[src/rtl/fbgi_pkg.sv]
package fbgi_pkg;
  typedef enum logic [1:0] {
    SEQ_BLOCK   = 2'd0,
    SEQ_RELEASE = 2'd1,
    SEQ_ACTIVE  = 2'd2
  } seq_state_e;
endpackage

[src/rtl/fbgi_release_seq.sv]
module fbgi_release_seq
  import fbgi_pkg::*;
#(
  parameter int CNT_W = 8
) (
  input  logic             clk,
  input  logic             rst_n,
  input  logic             block_i,
  input  logic [CNT_W-1:0] refresh_len_i,
  input  logic [CNT_W-1:0] hi_en_dly_i,
  output logic             lo_allow_o,
  output logic             hi_allow_o,
  output logic             refresh_o
);
  seq_state_e       state_q, state_d;
  logic [CNT_W-1:0] cnt_q, cnt_d;
  logic             cnt_en;

  always_comb begin
    state_d = state_q;
    cnt_d   = cnt_q;
    unique case (state_q)
      SEQ_BLOCK: begin
        if (!block_i) begin
          state_d = SEQ_RELEASE;
          cnt_d   = '0;
        end
      end
      SEQ_RELEASE: begin
        if (block_i)                  state_d = SEQ_BLOCK;
        else if (cnt_q == hi_en_dly_i) state_d = SEQ_ACTIVE;
        else                          cnt_d   = cnt_q + 1'b1;
      end
      SEQ_ACTIVE: begin
        if (block_i) state_d = SEQ_BLOCK;
      end
      default: state_d = SEQ_BLOCK;
    endcase
  end

  assign cnt_en = (state_q == SEQ_RELEASE) || ((state_q == SEQ_BLOCK) && !block_i);

  always_ff @(posedge clk or negedge rst_n) begin
    if (!rst_n) begin
      state_q <= SEQ_BLOCK;
      cnt_q   <= '0;
    end else begin
      state_q <= state_d;
      if (cnt_en) cnt_q <= cnt_d;
    end
  end

  assign lo_allow_o = (state_q != SEQ_BLOCK) && !block_i;
  assign hi_allow_o = (state_q == SEQ_ACTIVE) && !block_i;
  assign refresh_o  = (state_q == SEQ_RELEASE) && !block_i && (cnt_q < refresh_len_i);

  // the refresh pulse only begins right after a release edge
  a_r8_refresh_after_release: assert property (@(posedge clk) disable iff (!rst_n)
    $rose(refresh_o) |-> $past(state_q == SEQ_BLOCK));

  // high-side permission only comes out of the release sequence
  a_r9_hi_from_sequence: assert property (@(posedge clk) disable iff (!rst_n)
    $rose(hi_allow_o) |-> $past(state_q == SEQ_RELEASE));

  // a blocked cycle always returns the sequencer to the blocked state
  a_r12_block_returns: assert property (@(posedge clk) disable iff (!rst_n)
    block_i |=> (state_q == SEQ_BLOCK));
endmodule

[src/rtl/fbgi_turnon_delay.sv]
module fbgi_turnon_delay #(
  parameter int CNT_W = 8
) (
  input  logic             clk,
  input  logic             rst_n,
  input  logic             cmd_i,
  input  logic [CNT_W-1:0] dly_i,
  output logic             gate_o
);
  logic             on_q, on_d;
  logic [CNT_W-1:0] cnt_q, cnt_d;

  always_comb begin
    on_d  = on_q;
    cnt_d = cnt_q;
    if (!cmd_i) begin
      on_d  = 1'b0;
      cnt_d = '0;
    end else if (!on_q) begin
      if (cnt_q == dly_i) on_d  = 1'b1;
      else                cnt_d = cnt_q + 1'b1;
    end
  end

  always_ff @(posedge clk or negedge rst_n) begin
    if (!rst_n) begin
      on_q  <= 1'b0;
      cnt_q <= '0;
    end else begin
      on_q  <= on_d;
      cnt_q <= cnt_d;
    end
  end

  // Turn-off path is combinational so no edge is added to a falling command
  assign gate_o = on_q & cmd_i;

  // a turn-on only follows a full count with the command present
  a_r5_rise_after_count: assert property (@(posedge clk) disable iff (!rst_n)
    $rose(on_q) |-> ($past(cmd_i) && ($past(cnt_q) == $past(dly_i))));

  // a low command clears the held turn-on at the next edge
  a_r6_off_clears: assert property (@(posedge clk) disable iff (!rst_n)
    !cmd_i |=> !on_q);

  // a dropped command restarts the count from zero
  a_r14_count_restart: assert property (@(posedge clk) disable iff (!rst_n)
    !cmd_i |=> (cnt_q == '0));
endmodule

[src/rtl/fb_gate_interlock.sv]
module fb_gate_interlock #(
  parameter int CNT_W  = 8,
  parameter int N_LEG  = 2
) (
  input  logic             clk,
  input  logic             rst_n,
  input  logic             dis_i,
  input  logic             uv_i,
  input  logic [N_LEG-1:0] lo_req_i,
  input  logic [N_LEG-1:0] hi_req_i,
  input  logic [CNT_W-1:0] hi_dly_i,
  input  logic [CNT_W-1:0] lo_dly_i,
  input  logic [CNT_W-1:0] refresh_len_i,
  input  logic [CNT_W-1:0] hi_en_dly_i,
  output logic [N_LEG-1:0] lo_out_o,
  output logic [N_LEG-1:0] hi_out_o
);
  localparam int SYNC_STAGES = 2;

  logic [SYNC_STAGES-1:0] rst_sync_q;
  logic                   rst_int_n;
  logic                   block;
  logic                   lo_allow, hi_allow, refresh;

  always_ff @(posedge clk or negedge rst_n) begin
    if (!rst_n) rst_sync_q <= '0;
    else        rst_sync_q <= {rst_sync_q[SYNC_STAGES-2:0], 1'b1};
  end
  assign rst_int_n = rst_sync_q[SYNC_STAGES-1];

  assign block = dis_i | uv_i;

  fbgi_release_seq #(.CNT_W(CNT_W)) u_seq (
    .clk           (clk),
    .rst_n         (rst_int_n),
    .block_i       (block),
    .refresh_len_i (refresh_len_i),
    .hi_en_dly_i   (hi_en_dly_i),
    .lo_allow_o    (lo_allow),
    .hi_allow_o    (hi_allow),
    .refresh_o     (refresh)
  );

  for (genvar g = 0; g < N_LEG; g++) begin : g_leg
    logic lo_cmd, hi_cmd, lo_gate, hi_gate;

    assign lo_cmd = lo_allow & lo_req_i[g];
    assign hi_cmd = hi_allow & hi_req_i[g] & ~lo_req_i[g];

    fbgi_turnon_delay #(.CNT_W(CNT_W)) u_lo_dly (
      .clk    (clk),
      .rst_n  (rst_int_n),
      .cmd_i  (lo_cmd),
      .dly_i  (lo_dly_i),
      .gate_o (lo_gate)
    );

    fbgi_turnon_delay #(.CNT_W(CNT_W)) u_hi_dly (
      .clk    (clk),
      .rst_n  (rst_int_n),
      .cmd_i  (hi_cmd),
      .dly_i  (hi_dly_i),
      .gate_o (hi_gate)
    );

    assign lo_out_o[g] = lo_gate | refresh;
    assign hi_out_o[g] = hi_gate;

    // never both gates of one leg on
    a_r13_no_overlap: assert property (@(posedge clk) disable iff (!rst_int_n)
      !(lo_out_o[g] && hi_out_o[g]));

    // a low-side request keeps the high gate off
    a_r3_lo_wins: assert property (@(posedge clk) disable iff (!rst_int_n)
      lo_req_i[g] |-> !hi_out_o[g]);

    // disable forces the leg off
    a_r1_dis_off: assert property (@(posedge clk) disable iff (!rst_int_n)
      dis_i |-> !(lo_out_o[g] || hi_out_o[g]));

    // undervoltage forces the leg off
    a_r2_uv_off: assert property (@(posedge clk) disable iff (!rst_int_n)
      uv_i |-> !(lo_out_o[g] || hi_out_o[g]));
  end
endmodule

[config.mk]
export PLATFORM = sky130hd
export DESIGN_NAME = fb_gate_interlock
export DESIGN_NICKNAME = d
export VERILOG_FILES = /design/src/rtl/fbgi_pkg.sv /design/src/rtl/fbgi_release_seq.sv /design/src/rtl/fbgi_turnon_delay.sv /design/src/rtl/fb_gate_interlock.sv
export SDC_FILE = /design/constraint.sdc
export NUM_CORES = 1
export LEC_CHECK = 0
export ABC_AREA = 1
export ABC_CLOCK_PERIOD_IN_PS = 1500
export BUFFER_PORTS_ARGS = -buffer_cell sky130_fd_sc_hd__buf_4
export CAP_MARGIN = 15
export CORE_MARGIN = 3
export CORE_UTILIZATION = 32
export DETAILED_ROUTE_END_ITERATION = 8
export GPL_ROUTABILITY_DRIVEN = 0
export PLACE_DENSITY = 0.62
export RECOVER_POWER = 100
export SLEW_MARGIN = 10
export SYNTH_ARGS = -nofsm -noshare
export SYNTH_HDL_FRONTEND = slang
export SYNTH_HIERARCHICAL = 1
export SYNTH_SLANG_ARGS = --single-unit
[constraint.sdc]
create_clock -name clk -period 1.5 [get_ports clk]
set_input_delay 0.075 -clock clk [delete_from_list [all_inputs] [get_ports clk]]
set_output_delay 0.075 -clock clk [all_outputs]
set_load 0.02 [all_outputs]
==> results of run 1 <==
## timing repair
action,CTS,global route
pin swaps,24,49
buffers inserted,8,17
hold endpoints to repair,2,0
endpoints found under the setup margin,38,50
hold buffers,1,0
gates resized for setup,40,56
gates cloned,6,3
## synth_stat cells
cell type / instances / area, um2
nand2_1: 240 / 901
inv_1: 109 / 409
nand3_1: 67 / 335
nor2_1: 54 / 203
dfrtp_1: 48 / 1200
o21ai_0: 14 / 70.1
a21oi_1: 13 / 65.1
ha_1: 12 / 150
nand2_2: 9 / 56.3
xnor2_1: 8 / 70.1
buf_4: 7 / 52.6
nor2_2: 7 / 43.8
nand2_4: 6 / 67.6
inv_2: 5 / 18.8
nor2_4: 5 / 56.3
a21oi_2: 4 / 35.0
nand2_8: 4 / 80.1
nor3b_1: 3 / 22.5
or2_1: 3 / 18.8
conb_1: 1 / 3.75
nand3_4: 1 / 17.5
nand4_1: 1 / 6.26
nor3_1: 1 / 5.00
o21ai_1: 1 / 5.00
o21bai_1: 1 / 7.51
xor2_1: 1 / 8.76
## logic make-up after synthesis
kind of cell / count (synthesis) / share of synthesized area (%)
AO/OA/AOI/OAI: 33 / 4.67
AND/OR/NAND/NOR: 401 / 46.4
other: 1 / 0.0959
buffers and inverters: 121 / 12.3
adder cells (fa/ha/maj): 12 / 3.84
flip-flops: 48 / 30.7
XOR/XNOR: 9 / 2.02
## metrics by stage
step	area [um2]	power [mW]
after floorplan	3920	1.50
after global placement	4590	1.67
after detailed placement	4590	1.68
after CTS	5020	3.04
after global routing	5310	3.15
final	5310	3.01
## critical path, stage by stage (launching register included)
cell and delay (ns):
dfrtp_1 0.43, ha_4 0.30, nand2_2 0.05, o21ai_2 0.11, nand2_1 0.06, o21ai_1 0.06, nor2_1 0.06, or2_1 0.27
buf_6 0.15
## worst paths after layout
check                                                  end  depth (start not counted)        startpoint  slack (ns)
worst min-delay path                         rst_sync_q[0]                          2             rst_n        0.11
worst max-delay path                           lo_out_o[0]                          8    u_seq/cnt_q[3]       -0.34
min in group clk                g_leg[0].u_hi_dly/cnt_q[0]                          7       lo_req_i[0]        0.25
worst min register to register               rst_sync_q[1]                          0     rst_sync_q[0]        0.36
worst max register to register  g_leg[0].u_hi_dly/cnt_q[1]                         12  u_seq/state_q[0]       -0.23
max in group asynchronous                 u_seq/state_q[0]                          1     rst_sync_q[1]        0.62
## flip-flops by register name, indices dropped and copies added (netlist names)
register	cells
g_leg.u_hi_dly/cnt_q	16
g_leg.u_lo_dly/cnt_q	16
u_seq/cnt_q	8
g_leg.u_hi_dly/on_q	2
g_leg.u_lo_dly/on_q	2
rst_sync_q	2
u_seq/state_q	2
## layout by cell type (no fill, tap or decap), types with 2 or more instances in the layout
cell,netlist,final
nand2_1,240,213
inv_1,109,98
buf_4,7,68
nand3_1,67,61
nor2_1,54,50
dfrtp_1,48,47
nand2_2,9,35
buf_6,0,15
inv_2,5,14
nor2_4,5,13
nand2_4,6,12
o21ai_0,14,11
a21oi_1,13,10
ha_1,12,9
xnor2_1,8,8
nand3_2,0,7
nand2_8,4,7
a21oi_2,4,7
clkbuf_16,0,5
nor2_2,7,3
or2_1,3,3
o21ai_1,1,3
nor3b_1,3,3
inv_6,0,2
buf_12,0,2
ha_4,0,2
## where the power goes
| part | internal (mW) | switching, mW |
|---|---|---|
| clock | 0.793 | 0.521 |
| sequential | 1.30 | 0.00839 |
| combinational | 0.169 | 0.217 |
| total | 2.27 | 0.746 |
## layer usage
metal,global-route usage (%),vias up,wire length [um]
met5,0,-,0
met2,26.8,76,5240
li1,-,2099,-
met4,3.21,0,114
met1,20.4,1826,4720
met3,2.18,9,448
## final cells by class
| cell class | instances | area, um2 |
|---|---|---|
| inverters | 114 | 435 |
| flip-flops and latches | 48 | 1200 |
| clock inverters | 3 | 46.3 |
| multi-input cells | 465 | 2580 |
| repair buffers | 88 | 741 |
| well taps | 143 | 179 |
| clock buffers | 5 | 125 |
| fillers | 1156 | 6350 |
==> run summary, run 1 <==
failing checks = setup timing
wire per inst = 12.2 um
drt first pass iters = 4
initial antenna violation count = 0
worst hold margin = 0.111 ns
Worst slew margin = 54.2%
Worst-Skew Late Latency = 0.29 ns
Reg clk slew, reported paths = 0.07 ns
worst setup margin = -0.345 ns
sequential share of the synthesized area = 30.7%
hold crit path type = in2async
DRC = 0
Core ar. = 11,700 um2
CTS root buffer = clkbuf_16
Worst Setup Start Kind = flop
Ant. Diodes = 0
Starting Density = 33.5%
final WL = 10,500 um
Hold Fails Final Rpt = 0
DRT iter0 DRCs = 259
critical path type = reg2out
P&R area growth vs syn = 35.8%
final slew viol count = 0
VDD IR-drop max = 0.000615 V
Pleak = 2.94 nW
detailed placement HPWL = 7140 um
layout net count = 774
Worst Path Max Fanout = 2
DIE HEIGHT = 117 um
count of cell types in the netlist = 26
setup TNS = -5.78 ns
CTS max path bufs = 2
CTS HTree Levels = 2
RSZ-0062 raised after global routing = yes
slew of the pin with the lowest slew margin = 0.687 ns
gr usage total = 15.4%
Mapped Area = 3910 um2
I/O Pins = 44
Arr. time, crit path = 1.77 ns
Post-Syn Nets = 677
final cell count without fillers = 866
status = finished with violations
Routed Antenna Nets = 0
max-cap check violation count = 0
via count = 4,010
synth warn = 6
dpl cells = 829
vias per cell = 4.63
Die X = 117 um
FF+latch count, synth = 48
Syn Inst Count = 625
Cell Rows = 39
fmax = 542 MHz
die area = 13,600 um2
clk sinks = 48
Final setup viols = 43
Power Density = 567 nW/um2
share of layout cells above drive strength 1 = 27.9%
Mapped Avg Cell Area = 6.26 um2
global-route wire length before repair = 17,200 um
fin crit period = 1.84 ns
Worst Skew = 0.00456 ns
fin util = 45.5%
critical path required time = 1.42 ns
CTS buffer count = 5
GRT overflow = 0
largest net degree at the start of global routing = 47
final period utilization = 123%
Port Buffer Count = 43
pre-CTS WS = -0.250 ns
CP Capture Type = output pin
CTS tree = built
vias in the first global route = 3,778
Power figures use the tool's default switching activity.
==> run 2: changes to the inputs <==
--- a/config.mk
+++ b/config.mk
@@ -5,7 +5,6 @@
 export SDC_FILE = /design/constraint.sdc
 export NUM_CORES = 1
 export LEC_CHECK = 0
-export ABC_AREA = 1
 export ABC_CLOCK_PERIOD_IN_PS = 1500
 export BUFFER_PORTS_ARGS = -buffer_cell sky130_fd_sc_hd__buf_4
 export CAP_MARGIN = 15
@@ -15,6 +14,7 @@
 export GPL_ROUTABILITY_DRIVEN = 0
 export PLACE_DENSITY = 0.62
 export RECOVER_POWER = 100
+export SETUP_SLACK_MARGIN = 0.3
 export SLEW_MARGIN = 10
 export SYNTH_ARGS = -nofsm -noshare
 export SYNTH_HDL_FRONTEND = slang
==> run summary, run 2 <==
CP Capture Type = output pin
Die X = 105 um
slew of the pin with the lowest slew margin = 0.849 ns
Mapped Avg Cell Area = 9.30 um2
Arr. time, crit path = 2.07 ns
CTS root buffer = clkbuf_8
vias per cell = 4.82
via count = 2,805
vias in the first global route = 2,922
async set-reset flop share out of synthesis = 100%
initial antenna violation count = 0
DRC = 0
final slew viol count = 0
Core ar. = 9370 um2
Critical Path Slowest Stage Cell = dfrtp_1
Bufs and invs on worst path = 1
failing checks = setup timing
I/O Pins = 44
GRT overflow = 0
share of the synthesized area in the top cell type = 38.2%
worst setup margin = -0.643 ns
fmax = 467 MHz
die area = 11,000 um2
Post-Syn Nets = 390
critical path type = reg2out
Pleak = 2.16 nW
detailed placement HPWL = 5820 um
fin crit period = 2.14 ns
Pwr Total = 2.52 mW
biggest regs = g_leg.u_hi_dly/cnt_q (16), g_leg.u_lo_dly/cnt_q (16), u_seq/cnt_q (8)
Worst Setup Start Kind = flop
CTS buffer count = 5
clk sinks = 48
Mapped Area = 3140 um2
Reg clk slew, reported paths = 0.09 ns
status = finished with violations
Worst slew margin = 43.4%
FF+latch count, synth = 48
Post-synth EDFFs = 0
Yosys top cell by area = dfrtp_1
sequential share of the synthesized area = 38.2%
P&R area growth vs syn = 51.6%
gr usage total = 14.8%
Critical Path Max Stage Delay = 0.39 ns
Worst Skew = 0.00745 ns
Worst-Skew Late Latency = 0.30 ns
drt first pass iters = 4
Crit path max-delay family = simple AND/OR/NAND/NOR gates
Power Density = 529 nW/um2
final period utilization = 143%
critical path required time = 1.42 ns
DRT iter0 DRCs = 88
share of layout cells above drive strength 1 = 44.2%
Setup crit start = u_seq/cnt_q[1]
synth warn = 6
Ant. Diodes = 0
max-cap check violation count = 0
Routed Antenna Nets = 0
final cell count without fillers = 582
crit path cell chain = ha_1 > a21o_1 > a211oi_2 > nor3_1 > nor4bb_2 > or2_1 > buf_6
prevailing post-synth register cell = dfrtp_1
Worst Path Max Fanout = 2
Synth area leaders = dfrtp_1 38%, xor2_1 10%, nand2_1 5.0%
global-route wire length before repair = 13,500 um
cell with the most instances after synthesis = dfrtp_1
VDD IR-drop max = 0.000304 V
FF-to-FF Start = g_leg[0].u_hi_dly/cnt_q[1]
Hold Fails Final Rpt = 0
final WL = 7900 um
CTS HTree Levels = 2
wire per inst = 13.6 um
synth cell count leaders = 48 x dfrtp_1, 42 x nand2_1, 36 x xor2_1
CTS max path bufs = 2
count of cell types in the netlist = 43
CTS tree = built
DP Area = 4210 um2
setup TNS = -1.81 ns
Port Buffer Count = 43
largest net degree at the start of global routing = 25
post-route cell area = 4760 um2
Final setup viols = 17
hold crit path type = in2async
commonest non-fill, non-tap cell in the layout = buf_4
RSZ-0062 raised after global routing = yes
Starting Density = 33.5%
DIE HEIGHT = 105 um
dpl cells = 564
Syn Inst Count = 338
layout net count = 505
Cell Rows = 35
most frequent cells in the layout = 99 x buf_4, 46 x dfrtp_1, 38 x nand2_1
[run 2: cell count changes in the layout (fill, tap and decap cells not counted), moves of 14 or more]
cell / previous run / this run
nand2_1: 213 / 38
inv_1: 98 / 10
nand3_1: 61 / 1
nor2_1: 50 / 5
xor2_1: 0 / 33
nand2_2: 35 / 3
buf_4: 68 / 99
mux2i_1: 0 / 15
inv_2: 14 / 0
nand2b_1: 0 / 14
[run 2: per-layer routing]
| layer | GRT usage, % | share of wire, % | vias to the layer above |
|---|---|---|---|
| met3 | 3.15 | 3.7 | 5 |
| li1 | - | - | 1396 |
| met4 | 3.09 | 0.76 | 0 |
| met2 | 24.7 | 50 | 42 |
| met5 | 0 | 0 | - |
| met1 | 19.8 | 45 | 1362 |
[run 2: where the power goes]
part / internal (mW) / total [mW] / switching (mW) / leakage, nW
clock network: 0.319 / 0.762 / 0.443 / 0.0410
registers: 1.31 / 1.33 / 0.0194 / 0.661
logic: 0.231 / 0.433 / 0.202 / 1.46
total: 1.86 / 2.52 / 0.665 / 2.16
[run 2: worst paths after layout]
path | end | slack [ns] | depth (start not counted)
worst min-delay path | rst_sync_q[0] | 0.08 | 2
worst max-delay path | lo_out_o[0] | -0.64 | 7
worst min register to register | g_leg[1].u_hi_dly/cnt_q[3] | 0.35 | 0
worst max register to register | g_leg[0].u_hi_dly/cnt_q[5] | -0.08 | 5
min in group clk | u_seq/state_q[1] | 0.21 | 4
max in group asynchronous | u_seq/state_q[1] | 0.20 | 1
[run 2: worst register-to-register path: stages, from the launching register on]
cell and delay (ns):
dfrtp_1 0.44, xor2_2 0.19, nor4_4 0.38, and2_4 0.26, nor3_1 0.06, o21a_1 0.16
[run 2: cell families after synthesis]
group                      count (synthesis)  synth area share [%]
xor gates and xnor gates                  44                  12.3
DFF                                       48                  38.2
AOI/OAI and AO/OA                         49                  10.2
other                                      1                 0.119
buffers and inverters                     23                  4.22
adders and majority gates                 12                  4.78
muxes                                     15                  4.78
and+or+nand+nor                          146                  25.4
[run 2: repair_timing]
action                                  4_1_cts  5_1_grt
hold buffers                                  1        0
hold endpoints to repair                      2        0
gates resized for setup                      63       21
endpoints found under the setup margin       50       50
setup buffers                                 7        3
pin swaps                                    33       21
[run 2: area by class of cell]
| class | count | area [um2] |
|---|---|---|
| repair buffers | 121 | 972 |
| clock inverters | 1 | 5.00 |
| flip-flops and latches | 48 | 1200 |
| multi-input cells | 267 | 2310 |
| inverters | 10 | 37.5 |
| well taps | 129 | 161 |
| clock buffers | 6 | 72.6 |
| fillers | 881 | 4610 |
[run 2: metrics by stage]
stage / hold slack [ns] / setup slack [ns] / utilization (%)
final: 0.0764 / -0.643 / 50.8
after global routing: 0.0717 / -0.797 / 50.8
after CTS: 0.0664 / -0.682 / 49.6
after detailed placement: -0.142 / -0.338 / 44.9
after global placement: -0.141 / -0.351 / 44.9
after floorplan: -0.221 / -0.188 / -
